===== config.mk =====
export PLATFORM = sky130hd
export DESIGN_NAME = seq_occ_counter
export DESIGN_NICKNAME = d
export VERILOG_FILES = /design/src/rtl/seq_occ_pkg.sv /design/src/rtl/seq_match_fsm.sv /design/src/rtl/occ_counter.sv /design/src/rtl/seq_occ_counter.sv
export SDC_FILE = /design/constraint.sdc
export NUM_CORES = 1
export LEC_CHECK = 0
export BUFFER_PORTS_ARGS = -buffer_cell sky130_fd_sc_hd__buf_2
export CELL_PAD_IN_SITES_DETAIL_PLACEMENT = 1
export CELL_PAD_IN_SITES_GLOBAL_PLACEMENT = 1
export CORE_UTILIZATION = 30
export CTS_CLUSTER_SIZE = 10
export DETAILED_ROUTE_END_ITERATION = 7
export GPL_TIMING_DRIVEN = 1
export MAX_ROUTING_LAYER = met4
export PLACE_DENSITY = 0.55
export SETUP_SLACK_MARGIN = 0.02
export SLEW_MARGIN = 20
export SYNTH_ARGS = -nofsm -noshare
export SYNTH_HDL_FRONTEND = slang
export SYNTH_SLANG_ARGS = --single-unit
export TNS_END_PERCENT = 5

===== constraint.sdc =====
create_clock -name clk_i -period 2.3 [get_ports clk_i]
set_input_delay 0.345 -clock clk_i [delete_from_list [all_inputs] [get_ports clk_i]]
set_output_delay 0.345 -clock clk_i [all_outputs]
set_load 0.01 [all_outputs]

===== src/rtl/seq_occ_pkg.sv =====
package seq_occ_pkg;
  localparam int unsigned PAT_LEN   = 4;
  localparam int unsigned CNT_W     = 3;
  localparam int unsigned NUM_LANES = 2;
  localparam logic [PAT_LEN-1:0] PAT_A = 4'b1011;  // msb arrives first
  localparam logic [PAT_LEN-1:0] PAT_B = 4'b0010;
endpackage


===== src/rtl/seq_match_fsm.sv =====
// Moore detector; state = length of longest pattern prefix ending at the newest bit.
module seq_match_fsm #(
  parameter int unsigned L = 4,
  parameter logic [L-1:0] PAT = 4'b1011
) (
  input  logic clk_i,
  input  logic rst_ni,
  input  logic en_i,
  input  logic bit_i,
  output logic hit_o,
  output logic enter_o
);
  localparam int unsigned SW = $clog2(L + 1);
  localparam logic [SW-1:0] FULL = SW'(L);

  logic [SW-1:0] state_q, state_d;

  function automatic logic pat_bit(input int idx);
    logic [L-1:0] t;
    t = PAT >> idx;
    return t[0];
  endfunction

  // longest k such that the last k bits of (prefix[cur] , b) equal prefix[k]
  function automatic logic [SW-1:0] step_len(input logic [SW-1:0] cur, input logic b);
    int s;
    logic [SW-1:0] best;
    logic ok;
    logic wj;
    s = int'(cur);
    best = '0;
    for (int k = 1; k <= int'(L); k++) begin
      ok = (k <= s + 1);
      for (int j = 0; j < int'(L); j++) begin
        if (j < k) begin
          if (j == 0)      wj = b;
          else if (j <= s) wj = pat_bit(int'(L) - 1 - (s - j));
          else             wj = 1'b0;
          if (wj != pat_bit(int'(L) - k + j)) ok = 1'b0;
        end
      end
      if (ok) best = SW'(k);
    end
    return best;
  endfunction

  always_comb begin
    state_d = state_q;
    if (en_i) state_d = step_len(state_q, bit_i);
  end

  always_ff @(posedge clk_i or negedge rst_ni) begin
    if (!rst_ni) state_q <= '0;
    else         state_q <= state_d;
  end

  assign hit_o   = (state_q == FULL);
  assign enter_o = en_i && (state_d == FULL);

  AST_STATE_HOLD: assert property (@(posedge clk_i) disable iff (!rst_ni)
    !en_i |=> $stable(state_q));

  AST_STATE_RANGE: assert property (@(posedge clk_i) disable iff (!rst_ni)
    state_q <= FULL);
endmodule


===== src/rtl/occ_counter.sv =====
module occ_counter #(
  parameter int unsigned W = 3
) (
  input  logic         clk_i,
  input  logic         rst_ni,
  input  logic         en_i,
  input  logic         inc_i,
  output logic [W-1:0] cnt_o
);
  logic [W-1:0] cnt_q;

  always_ff @(posedge clk_i or negedge rst_ni) begin
    if (!rst_ni)             cnt_q <= '0;
    else if (en_i && inc_i)  cnt_q <= cnt_q + 1'b1;  // wraps naturally
  end

  assign cnt_o = cnt_q;

  AST_CNT_HOLD: assert property (@(posedge clk_i) disable iff (!rst_ni)
    !en_i |=> $stable(cnt_q));

  AST_CNT_WRAP: assert property (@(posedge clk_i) disable iff (!rst_ni)
    (en_i && inc_i && (cnt_q == '1)) |=> (cnt_q == '0));
endmodule


===== src/rtl/seq_occ_counter.sv =====
module seq_occ_counter
  import seq_occ_pkg::*;
#(
  parameter int unsigned        P_LEN = PAT_LEN,
  parameter int unsigned        C_W   = CNT_W,
  parameter logic [P_LEN-1:0]   P_A   = PAT_A,
  parameter logic [P_LEN-1:0]   P_B   = PAT_B
) (
  input  logic           clk_i,
  input  logic           rst_ni,
  input  logic           en_i,
  input  logic           seq_i,
  output logic [C_W-1:0] cnt_a_o,
  output logic [C_W-1:0] cnt_b_o
);
  localparam int unsigned LANES = NUM_LANES;
  localparam logic [LANES*P_LEN-1:0] PATS = {P_B, P_A};

  logic [C_W-1:0] cnt_w [LANES];
  logic           hit_w [LANES];
  logic           ent_w [LANES];

  for (genvar g = 0; g < LANES; g++) begin : g_lane
    seq_match_fsm #(
      .L  (P_LEN),
      .PAT(PATS[g*P_LEN +: P_LEN])
    ) u_fsm (
      .clk_i  (clk_i),
      .rst_ni (rst_ni),
      .en_i   (en_i),
      .bit_i  (seq_i),
      .hit_o  (hit_w[g]),
      .enter_o(ent_w[g])
    );

    occ_counter #(.W(C_W)) u_cnt (
      .clk_i (clk_i),
      .rst_ni(rst_ni),
      .en_i  (en_i),
      .inc_i (ent_w[g]),
      .cnt_o (cnt_w[g])
    );

    AST_CNT_ON_HIT: assert property (@(posedge clk_i) disable iff (!rst_ni)
      ($past(en_i) && hit_w[g]) |-> (cnt_w[g] == C_W'($past(cnt_w[g]) + 1'b1)));

    AST_CNT_NO_HIT: assert property (@(posedge clk_i) disable iff (!rst_ni)
      !hit_w[g] |-> (cnt_w[g] == $past(cnt_w[g])));
  end

  assign cnt_a_o = cnt_w[0];
  assign cnt_b_o = cnt_w[1];
endmodule


Word level (Yosys, flattened, before mapping)
Cells that the tools add are included. Widths: inputs -> output; s select.

Register bits: 12. Input bits: 4. Output and inout port bits: 6. Word-level logic and storage cells: 97.

Eq/ne operators: 2. Add/subtract/negate cells: 16. Magnitude comparators: 14. Reduce and logical (&&, ||, !) cells: 4. Multiplexer cells: 51. Shifts and indexed selects: 6.

Operators by type and width (count): $sub 3x32->32 const A (6); $le 3x32->1 const A (4); $shr 2x32->1 const A (3); $shr 4x32->1 const A (3); $le 4x32->1 const A (2); $mux 1 (43); $mux 3 (6); $sub 3x2->4 const B (4); $le 2x3->1 const A (4); $add 3x1->4 const B (2); $le 1x4->1 const A (2); $sub 3x1->4 const B (2); $add 3x1->3 const B (2); $eq 3x3->1 const B (2); $le 1x3->1 const A (2); $logic_and 1x1->1 (4); $mux 2 (2).

Depth between registers and ports, before layout
Gate-level depths: netlist of the first run.

Word-level depth: 14. Mapped depth: 8.

By module
A second synthesis of the first run with hierarchy kept.

Cells, all modules: 106. Area, all modules: 1102.3 um^2.

By module, submodules not included: seq_match_fsm at g_lane[0].u_fsm (cells an instance 45, times used 1, area an instance 450.4 um^2); seq_match_fsm at g_lane[1].u_fsm (cells an instance 43, times used 1, area an instance 389.1 um^2); occ_counter (cells an instance 9, times used 2, area an instance 131.4 um^2).

Least setup slack after synthesis of the first run
Ideal clock, no wire load.

Path kind: flip-flop to flip-flop. Start: register g_lane[1].u_fsm.state_q[1]. End: register g_lane[1].u_cnt.cnt_q[1]. Stages on the path, launching flop included: 8. Data arrival time: 2.006 ns. Buffers on the path: 1. Clock period less this slack: 2.131 ns. Path slack: 0.169 ns. Path through: dfrtp_1 -> inv_1 -> ha_1 -> and2b_1 -> o211ai_2 -> or4_1 -> buf_2 -> mux2_4.

Word-level cells in the longest chain between the ends: 14.

RTL lines: from (decl) (RTL line seq_match_fsm.sv:16) `logic [SW-1:0] state_q, state_d;`; from (signal assigned) (RTL line seq_match_fsm.sv:54) `else state_q <= state_d;`; $sub 3x1->4 (RTL line seq_match_fsm.sv:37) `else if (j <= s) wj = pat_bit(int'(L) - 1 - (s - j));`; $sub 3x32->32 (RTL line seq_match_fsm.sv:37); $shr 2x32->1 (RTL line seq_match_fsm.sv:20) `t = PAT >> idx;`; $mux 1 (RTL line seq_match_fsm.sv:37); $mux 1 (RTL line seq_match_fsm.sv:49) `if (en_i) state_d = step_len(state_q, bit_i);`; $mux 1 (RTL line seq_match_fsm.sv:39) `if (wj != pat_bit(int'(L) - k + j)) ok = 1'b0;`; $mux 1, on equally long branches (RTL line seq_match_fsm.sv:49, seq_match_fsm.sv:39); $mux 3 (tied with other cells) (RTL line seq_match_fsm.sv:42) `if (ok) best = SW'(k);`; $mux 3 / $mux 1 (equally long branches) (RTL line seq_match_fsm.sv:42, seq_match_fsm.sv:49); $mux 3 (RTL line seq_match_fsm.sv:42); $mux 3 (*) (RTL line seq_match_fsm.sv:49); $eq 3x3->1 (*) (RTL line seq_match_fsm.sv:58) `assign enter_o = en_i && (state_d == FULL);`; $logic_and 1x1->1 (*) (RTL line seq_match_fsm.sv:58); $logic_and 1x1->1 (*) (RTL line occ_counter.sv:14) `else if (en_i && inc_i) cnt_q <= cnt_q + 1'b1;`; to (signal assigned) (RTL line occ_counter.sv:14); to (decl) (RTL line occ_counter.sv:10) `logic [W-1:0] cnt_q;`.

Mark *: on every way between the ends. The rest lies on a longest branch, timed or not. The select of a mux whose other input is x is not followed. A chain may end at the register's enable or synchronous reset.

Worst setup path in the final report of the first run
Same ends and word-level chain as after synthesis.

==> impl_metrics.xml, run 1 <==
<?xml version="1.0" encoding="UTF-8"?>
<metrics>
  <group name="outcome">
    <metric name="outcome" unit="">finished, final reports clean</metric>
  </group>
  <group name="power">
    <metric name="worst_ir_drop_vdd" unit="mV">0.435</metric>
    <metric name="power_leakage" unit="nW">0.583</metric>
    <metric name="power_density" unit="nW/um^2">754</metric>
  </group>
  <group name="hold_path">
    <metric name="holdPathEnd" unit="">g_lane[0].u_fsm.state_q[1]$_DFF_PN0_</metric>
    <metric name="min_path_cells" unit="">2</metric>
    <metric name="timing.hold.worst.class" unit="">in2reg</metric>
    <metric name="hold_path.startpoint" unit="">en_i</metric>
  </group>
  <group name="critical_path">
    <metric name="reg2regPathDepth" unit="">6</metric>
    <metric name="regToRegEndpoint" unit="">g_lane[1].u_cnt.cnt_o[1]$_DFFE_PN0P_</metric>
    <metric name="data_arrival_time_of_the_critical_path" unit="ns">2.32</metric>
    <metric name="maximum_fanout_encountered_on_the_critical_timing_path" unit="">5</metric>
    <metric name="rr_startpoint" unit="">g_lane[1].u_fsm.state_q[1]$_DFF_PN0_</metric>
    <metric name="setup.worst_path.end_class" unit="">flop</metric>
    <metric name="worstSetupStartpoint" unit="">g_lane[1].u_fsm.state_q[1]$_DFF_PN0_</metric>
    <metric name="timing.critical_path.from_type" unit="">flop</metric>
    <metric name="critPathRequiredTime" unit="ns">2.45</metric>
    <metric name="crit_type" unit="">reg2reg</metric>
    <metric name="r2r_setup_slack" unit="ns">0.13</metric>
  </group>
  <group name="clock_network">
    <metric name="clock-root-buffer" unit="">clkbuf_4</metric>
    <metric name="clock_path_buffers" unit="">2</metric>
    <metric name="clock_insertion_delay_worst_skew" unit="ns">0.26</metric>
    <metric name="htree_num_levels" unit="">1</metric>
    <metric name="clock_sink_count" unit="">12</metric>
    <metric name="tritoncts" unit="">built</metric>
    <metric name="cts.reportedPaths.clkPinSlew" unit="ns">0.07</metric>
    <metric name="cts_made_buffers" unit="">3</metric>
  </group>
  <group name="synth">
    <metric name="mappedNetlistArea" unit="um^2">952</metric>
    <metric name="syn-num-nets" unit="">120</metric>
    <metric name="synth_area_per_cell" unit="um^2">10.0</metric>
    <metric name="yosys_warnings" unit="">0</metric>
    <metric name="post_synth_inst_count" unit="">95</metric>
    <metric name="yosysUniqueCellTypes" unit="">32</metric>
    <metric name="ys_seq_elements" unit="">12</metric>
    <metric name="ys_seq_area_share" unit="%">31.5</metric>
  </group>
  <group name="grt">
    <metric name="vias_in_the_first_global_route" unit="">868</metric>
    <metric name="grt_start_max_net_pins" unit="">13</metric>
    <metric name="track_usage" unit="%">14.8</metric>
    <metric name="first_pass_grt_wire_length" unit="mm">3.76</metric>
    <metric name="initial_antenna_violation_count" unit="">0</metric>
    <metric name="global_route.overflow_total" unit="">0</metric>
  </group>
  <group name="detailed_routing">
    <metric name="via_per_inst" unit="">4.76</metric>
    <metric name="wl_per_cell" unit="um">13.0</metric>
    <metric name="drt_pre_antenna_iters" unit="">3</metric>
    <metric name="final_antenna_net_count" unit="">0</metric>
    <metric name="residual_drc" unit="">0</metric>
    <metric name="detail_route.wirelength" unit="mm">2.09</metric>
    <metric name="route.vias.total" unit="">766</metric>
    <metric name="drt_first_iter_violations" unit="">7</metric>
  </group>
  <group name="floorplan">
    <metric name="die-width" unit="um">58.3</metric>
    <metric name="io_pins" unit="">10</metric>
    <metric name="dieArea" unit="um^2">3400</metric>
    <metric name="initial_core_util" unit="%">31.4</metric>
    <metric name="core_region_area" unit="um^2">3030</metric>
    <metric name="core.rowCount" unit="">20</metric>
    <metric name="floorplan.die.height" unit="um">58.3</metric>
  </group>
  <group name="sta">
    <metric name="worst_clock_skew" unit="ns">0.000248</metric>
    <metric name="max-slew-margin-rel" unit="%">71.5</metric>
    <metric name="timing.final.crit_share" unit="%">94.5</metric>
    <metric name="finalMaxSlewViolations" unit="">0</metric>
    <metric name="max_freq" unit="MHz">460</metric>
    <metric name="grt_setup_unrepaired" unit="">true</metric>
    <metric name="setup_viol" unit="">0</metric>
    <metric name="final.min_clock_period" unit="ns">2.17</metric>
    <metric name="worst_slew_pin_slew" unit="ns">0.421</metric>
    <metric name="setup_total_negative_slack" unit="ns">0</metric>
    <metric name="finalHoldViolations" unit="">0</metric>
  </group>
  <group name="final_layout">
    <metric name="synthToLayoutAreaGrowth" unit="%">22.9</metric>
    <metric name="design.final.nets" unit="">144</metric>
    <metric name="antenna-diode-count" unit="">0</metric>
    <metric name="stdcell_count" unit="">161</metric>
    <metric name="layout.cell_area.non_filler" unit="um^2">1170</metric>
    <metric name="drive_above_1_share" unit="%">25.6</metric>
  </group>
  <group name="job">
    <metric name="max_cap_viol_count" unit="">0</metric>
  </group>
  <group name="placement">
    <metric name="numPlacedInstances" unit="">157</metric>
    <metric name="place_congestion" unit="">0.826</metric>
    <metric name="dpl-instance-area" unit="um^2">1130</metric>
    <metric name="hpwl" unit="mm">1.65</metric>
    <metric name="buffers_added_on_ports" unit="">9</metric>
  </group>
</metrics>
==> synthesized netlist by cell type <==
library cell  instances  area [um^2]
o211ai_1              1         7.51
a31oi_1               1         6.26
nor3b_1               1         7.51
buf_2                 1         5.00
a21o_1                1         7.51
o2111ai_1             2         17.5
dfrtp_1              12          300
a221oi_1              1         8.76
nor4b_1               1         8.76
o2111a_1              1         11.3
o21ai_0               4         20.0
ha_1                 21          263
nor2_1                4         15.0
clkbuf_1              1         3.75
nor3_1                2         10.0
o211ai_2              1         12.5
and2b_1               1         7.51
nand2b_1              5         31.3
xor2_1                1         8.76
nand3_1               1         5.00
o21a_1                1         7.51
or4_1                 2         15.0
nor4_1                1         6.26
xnor2_1               4         35.0
nand2_1               4         15.0
a221o_2               1         11.3
mux2_4                1         15.0
mux2_2                1         11.3
o22ai_1               2         12.5
a21oi_1               4         20.0
and3b_1               1         8.76
inv_1                10         37.5
==> state kept, by name, indices dropped and copies added, names as in the netlist <==
name	count
g_lane.u_cnt.cnt_o	6
g_lane.u_fsm.state_q	6
==> report_power, final <==
group          internal (W)  switching, W  leakage [nW]
clock             0.0000604     0.0000619        0.0138
sequential         0.000255     0.0000409         0.157
combinational      0.000217      0.000247         0.413
==> placed cells by master, fill, tap and decap left out, drive strengths merged <==
cell,synthesis,routed
ha,21,21
buf,1,20
dfrtp,12,12
inv,10,10
nand2b,5,5
a21oi,4,4
o21ai,4,4
nor2,4,4
xnor2,4,4
nand2,4,4
clkbuf,1,3
o2111ai,2,2
o22ai,2,2
nor3,2,2
or4,2,2
o211ai,2,2
mux2,2,2
a221oi,1,1
nor4,1,1
a21o,1,1
o2111a,1,1
and3b,1,1
and2b,1,1
a221o,1,1
nor4b,1,1
nor3b,1,1
a31oi,1,1
o21a,1,1
nand3,1,1
xor2,1,1
dlygate4sd3,0,1
==> critical path, stage by stage (launching register included) <==
cell and delay (ns):
dfrtp_1 0.38, inv_1 0.15, ha_1 0.25, and2b_1 0.23, o211ai_2 0.13, or4_4 0.60
mux2_4 0.32
==> through the flow <==
step	hold slack, ns	utilization (%)	power (W)	setup WS, ns
finish	0.429	38.6	0.000882	0.127
CTS	0.429	38.3	0.000887	0.0304
detailed placement	0.240	37.2	0.000756	0.0440
global placement	0.237	37.2	0.000738	0.121
global route	0.450	38.6	0.000975	-0.0167
floorplan	0.0494	-	0.000587	0.169
==> worst max-delay path by stage <==
stage                                           end  slack [ns]  cells past startpoint
3_5_place_dp   g_lane[1].u_cnt.cnt_o[1]$_DFFE_PN0P_        0.04                      6
6_report       g_lane[1].u_cnt.cnt_o[1]$_DFFE_PN0P_        0.13                      6
5_1_grt        g_lane[0].u_cnt.cnt_o[0]$_DFFE_PN0P_       -0.02                     10
3_3_place_gp   g_lane[1].u_cnt.cnt_o[1]$_DFFE_PN0P_        0.12                      6
2_1_floorplan  g_lane[1].u_cnt.cnt_o[1]$_DFFE_PN0P_        0.17                      7
4_1_cts        g_lane[1].u_cnt.cnt_o[1]$_DFFE_PN0P_        0.03                      6
==> layout make-up <==
type,instances,area [um^2]
clock buffers,3,22.5
fillers,363,1860
inverters,10,37.5
multi-input cells,71,616
flip-flops and latches,12,302
well taps,44,55.1
repair buffers,21,138
==> what timing repair did <==
action                                  4_1_cts  5_1_grt
gates resized for setup                       0        3
hold endpoints to repair                     12        0
setup buffers                                 0        0
hold buffers                                  1        0
endpoints found under the setup margin        0        9
==> cell families after synthesis <==
family | share of synthesized area (%)
compound gates | 15.0
xor+xnor | 4.60
fa+ha+maj | 27.6
buf+inv | 4.86
flops | 31.5
mux | 2.76
simple gates | 13.7
==> metal layers <==
layer	up-vias	share of wire [%]	track usage [%]	wire (um)
li1	378	-	-	-
met1	376	45	17.6	938
met2	10	52	25.5	1090
met3	2	2.2	1.10	45
met4	0	0.96	7.48	20
met5	-	0	-	0
No activity file was read; power rests on OpenSTA's default activity.
==> run 2: changes to the inputs <==
- BUFFER_PORTS_ARGS: -buffer_cell sky130_fd_sc_hd__buf_2 -> unset
- CORE_MARGIN: unset -> 5
- DONT_BUFFER_PORTS: unset -> 1
- PLACE_DENSITY: 0.55 -> 0.51
- clock period: 2.3 -> 2.5 ns (I/O delays scaled with it)
==> run 2 against run 1 <==
Effect of this change:
- fmax down 5.9%
- hold slack worse by 0.23 ns
- first-iteration DRC count up 71%
==> impl_metrics.xml, run 2 (same netlist as run 1, synthesis figures left out) <==
<?xml version="1.0" encoding="UTF-8"?>
<metrics>
  <group name="sta">
    <metric name="setup_total_negative_slack" unit="ns">0</metric>
    <metric name="worst_clock_skew" unit="ns">0.00336</metric>
    <metric name="worst_slew_pin_slew" unit="ns">0.545</metric>
    <metric name="finalHoldViolations" unit="">0</metric>
    <metric name="max-slew-margin-rel" unit="%">63.6</metric>
    <metric name="final.min_clock_period" unit="ns">2.31</metric>
    <metric name="finalMaxSlewViolations" unit="">0</metric>
    <metric name="grt_setup_unrepaired" unit="">false</metric>
    <metric name="max_freq" unit="MHz">433</metric>
    <metric name="timing.final.crit_share" unit="%">92.4</metric>
    <metric name="setup_viol" unit="">0</metric>
  </group>
  <group name="placement">
    <metric name="place_congestion" unit="">0.793</metric>
    <metric name="hpwl" unit="mm">1.56</metric>
    <metric name="buffers_added_on_ports" unit="">0</metric>
  </group>
  <group name="detailed_routing">
    <metric name="route.top_layer_used" unit="">met4</metric>
    <metric name="met2WireLength" unit="um">850</metric>
    <metric name="detailroute.wirelength.met3" unit="um">111</metric>
    <metric name="residual_drc" unit="">0</metric>
    <metric name="via_per_inst" unit="">4.86</metric>
    <metric name="drt_pre_antenna_iters" unit="">4</metric>
    <metric name="route.vias.total" unit="">714</metric>
    <metric name="route.layer.met1.wl" unit="um">962</metric>
    <metric name="drt_first_iter_violations" unit="">12</metric>
    <metric name="final_antenna_net_count" unit="">0</metric>
    <metric name="wl_per_cell" unit="um">13.5</metric>
    <metric name="detail_route.wirelength" unit="mm">1.98</metric>
  </group>
  <group name="clock_network">
    <metric name="clock-root-buffer" unit="">clkbuf_4</metric>
    <metric name="postCtsHoldBufs" unit="">1</metric>
    <metric name="post_cts.resized_instances" unit="">0</metric>
    <metric name="htree_num_levels" unit="">1</metric>
    <metric name="tritoncts" unit="">built</metric>
    <metric name="cts_made_buffers" unit="">3</metric>
    <metric name="clock_sink_count" unit="">12</metric>
    <metric name="cts.repair_timing.setup_buffer_count" unit="">0</metric>
    <metric name="clock_insertion_delay_worst_skew" unit="ns">0.27</metric>
    <metric name="cts.reportedPaths.clkPinSlew" unit="ns">0.08</metric>
    <metric name="clock_path_buffers" unit="">2</metric>
  </group>
  <group name="critical_path">
    <metric name="critPathRequiredTime" unit="ns">2.66</metric>
    <metric name="maximum_fanout_encountered_on_the_critical_timing_path" unit="">5</metric>
    <metric name="worst_path_largest_cell_delay" unit="ns">0.67</metric>
    <metric name="slowest_stage" unit="">or4_1</metric>
    <metric name="reg2regPathDepth" unit="">6</metric>
    <metric name="rr_startpoint" unit="">g_lane[1].u_fsm.state_q[1]$_DFF_PN0_</metric>
    <metric name="data_arrival_time_of_the_critical_path" unit="ns">2.47</metric>
    <metric name="cp_cell_sequence" unit="">inv_1 -&gt; ha_1 -&gt; and2b_1 -&gt; o211ai_2 -&gt; or4_1 -&gt; mux2_4</metric>
    <metric name="r2r_setup_slack" unit="ns">0.19</metric>
    <metric name="setup.worst_path.end_class" unit="">flop</metric>
    <metric name="regToRegEndpoint" unit="">g_lane[1].u_cnt.cnt_o[1]$_DFFE_PN0P_</metric>
    <metric name="crit_type" unit="">reg2reg</metric>
    <metric name="timing.critical_path.from_type" unit="">flop</metric>
  </group>
  <group name="final_layout">
    <metric name="design.final.nets" unit="">129</metric>
    <metric name="layout.core_utilization" unit="%">35.5</metric>
    <metric name="final_common_cell" unit="">ha_1</metric>
    <metric name="antenna-diode-count" unit="">0</metric>
    <metric name="synthToLayoutAreaGrowth" unit="%">13.7</metric>
    <metric name="layout_common_cells" unit="">ha_1, dfrtp_1, inv_1</metric>
    <metric name="drive_above_1_share" unit="%">12.6</metric>
  </group>
  <group name="grt">
    <metric name="initial_antenna_violation_count" unit="">0</metric>
    <metric name="track_usage" unit="%">10.6</metric>
    <metric name="first_pass_grt_wire_length" unit="mm">3.44</metric>
    <metric name="grt_start_max_net_pins" unit="">13</metric>
    <metric name="global_route.overflow_total" unit="">0</metric>
    <metric name="vias_in_the_first_global_route" unit="">750</metric>
  </group>
  <group name="floorplan">
    <metric name="io_pins" unit="">10</metric>
    <metric name="die-width" unit="um">66.3</metric>
    <metric name="dieArea" unit="um^2">4400</metric>
    <metric name="initial_core_util" unit="%">31.2</metric>
    <metric name="core.rowCount" unit="">20</metric>
    <metric name="core_region_area" unit="um^2">3050</metric>
    <metric name="floorplan.die.height" unit="um">66.3</metric>
  </group>
  <group name="power">
    <metric name="power_density" unit="nW/um^2">726</metric>
    <metric name="design_power_total" unit="W">0.000785</metric>
    <metric name="power_leakage" unit="nW">0.518</metric>
    <metric name="worst_ir_drop_vdd" unit="mV">0.318</metric>
  </group>
  <group name="job">
    <metric name="max_cap_viol_count" unit="">0</metric>
  </group>
  <group name="outcome">
    <metric name="outcome" unit="">finished, final reports clean</metric>
  </group>
  <group name="hold_path">
    <metric name="hold_path.startpoint" unit="">en_i</metric>
    <metric name="min_path_cells" unit="">1</metric>
    <metric name="holdPathEnd" unit="">g_lane[0].u_fsm.state_q[0]$_DFF_PN0_</metric>
    <metric name="timing.hold.worst.class" unit="">in2reg</metric>
  </group>
</metrics>
## run 2: cell types whose count changed in the layout (fill, tap and decap cells not counted), sizes merged
| cell | change |
|---|---|
| clkbuf | +1 |
| buf | -15 |
## run 2: through the flow
step	hold WS, ns	area (um^2)	instances	setup slack (ns)
floorplan	0.0794	952	95	0.369
global placement	0.0798	1040	142	0.262
detailed placement	0.0798	1040	142	0.201
CTS	0.186	1080	147	0.193
global route	0.181	1080	147	0.109
finish	0.198	1080	147	0.191
## run 2: metal layers
| layer | track usage (%) | up-vias |
|---|---|---|
| li1 | - | 349 |
| met1 | 12.8 | 345 |
| met2 | 16.2 | 15 |
| met3 | 2.04 | 5 |
| met4 | 6.09 | 0 |
| met5 | - | - |
## run 2: power by group
group / switching (W) / internal (W) / total, W
Sequential: 0.0000539 / 0.000234 / 0.000288
Combinational: 0.000187 / 0.000156 / 0.000344
Clock: 0.0000657 / 0.0000885 / 0.000154
Total: 0.000307 / 0.000478 / 0.000785
## run 2: area by class of cell
| cell class | instances | area, um^2 |
|---|---|---|
| repair buffers | 6 | 47.5 |
| well taps | 44 | 55.1 |
| clock buffers | 4 | 36.3 |
| fillers | 376 | 1970 |
| inverters | 10 | 37.5 |
| multi-input cells | 71 | 606 |
| flip-flops and latches | 12 | 300 |
## run 2: worst max path at each step
stage / startpoint / end / slack [ns] / cells past startpoint
finish: g_lane[1].u_fsm.state_q[1]$_DFF_PN0_ / g_lane[1].u_cnt.cnt_o[1]$_DFFE_PN0P_ / 0.19 / 6
global route: g_lane[1].u_fsm.state_q[1]$_DFF_PN0_ / g_lane[1].u_cnt.cnt_o[1]$_DFFE_PN0P_ / 0.11 / 6
CTS: g_lane[1].u_fsm.state_q[1]$_DFF_PN0_ / g_lane[1].u_cnt.cnt_o[1]$_DFFE_PN0P_ / 0.19 / 6
detailed placement: g_lane[1].u_fsm.state_q[1]$_DFF_PN0_ / g_lane[1].u_cnt.cnt_o[1]$_DFFE_PN0P_ / 0.20 / 6
global placement: g_lane[1].u_fsm.state_q[1]$_DFF_PN0_ / g_lane[1].u_cnt.cnt_o[1]$_DFFE_PN0P_ / 0.26 / 6
floorplan: g_lane[1].u_fsm.state_q[1]$_DFF_PN0_ / g_lane[1].u_cnt.cnt_o[1]$_DFFE_PN0P_ / 0.37 / 7
## run 2: worst max-delay path, delay by kind of cell (launching register included)
family / cells / cell delay, ns
mux: 1 / 0.34
simple gates: 2 / 0.90
fa+ha+maj: 1 / 0.25
compound gates: 1 / 0.13
buf+inv: 1 / 0.16
flops: 1 / 0.42
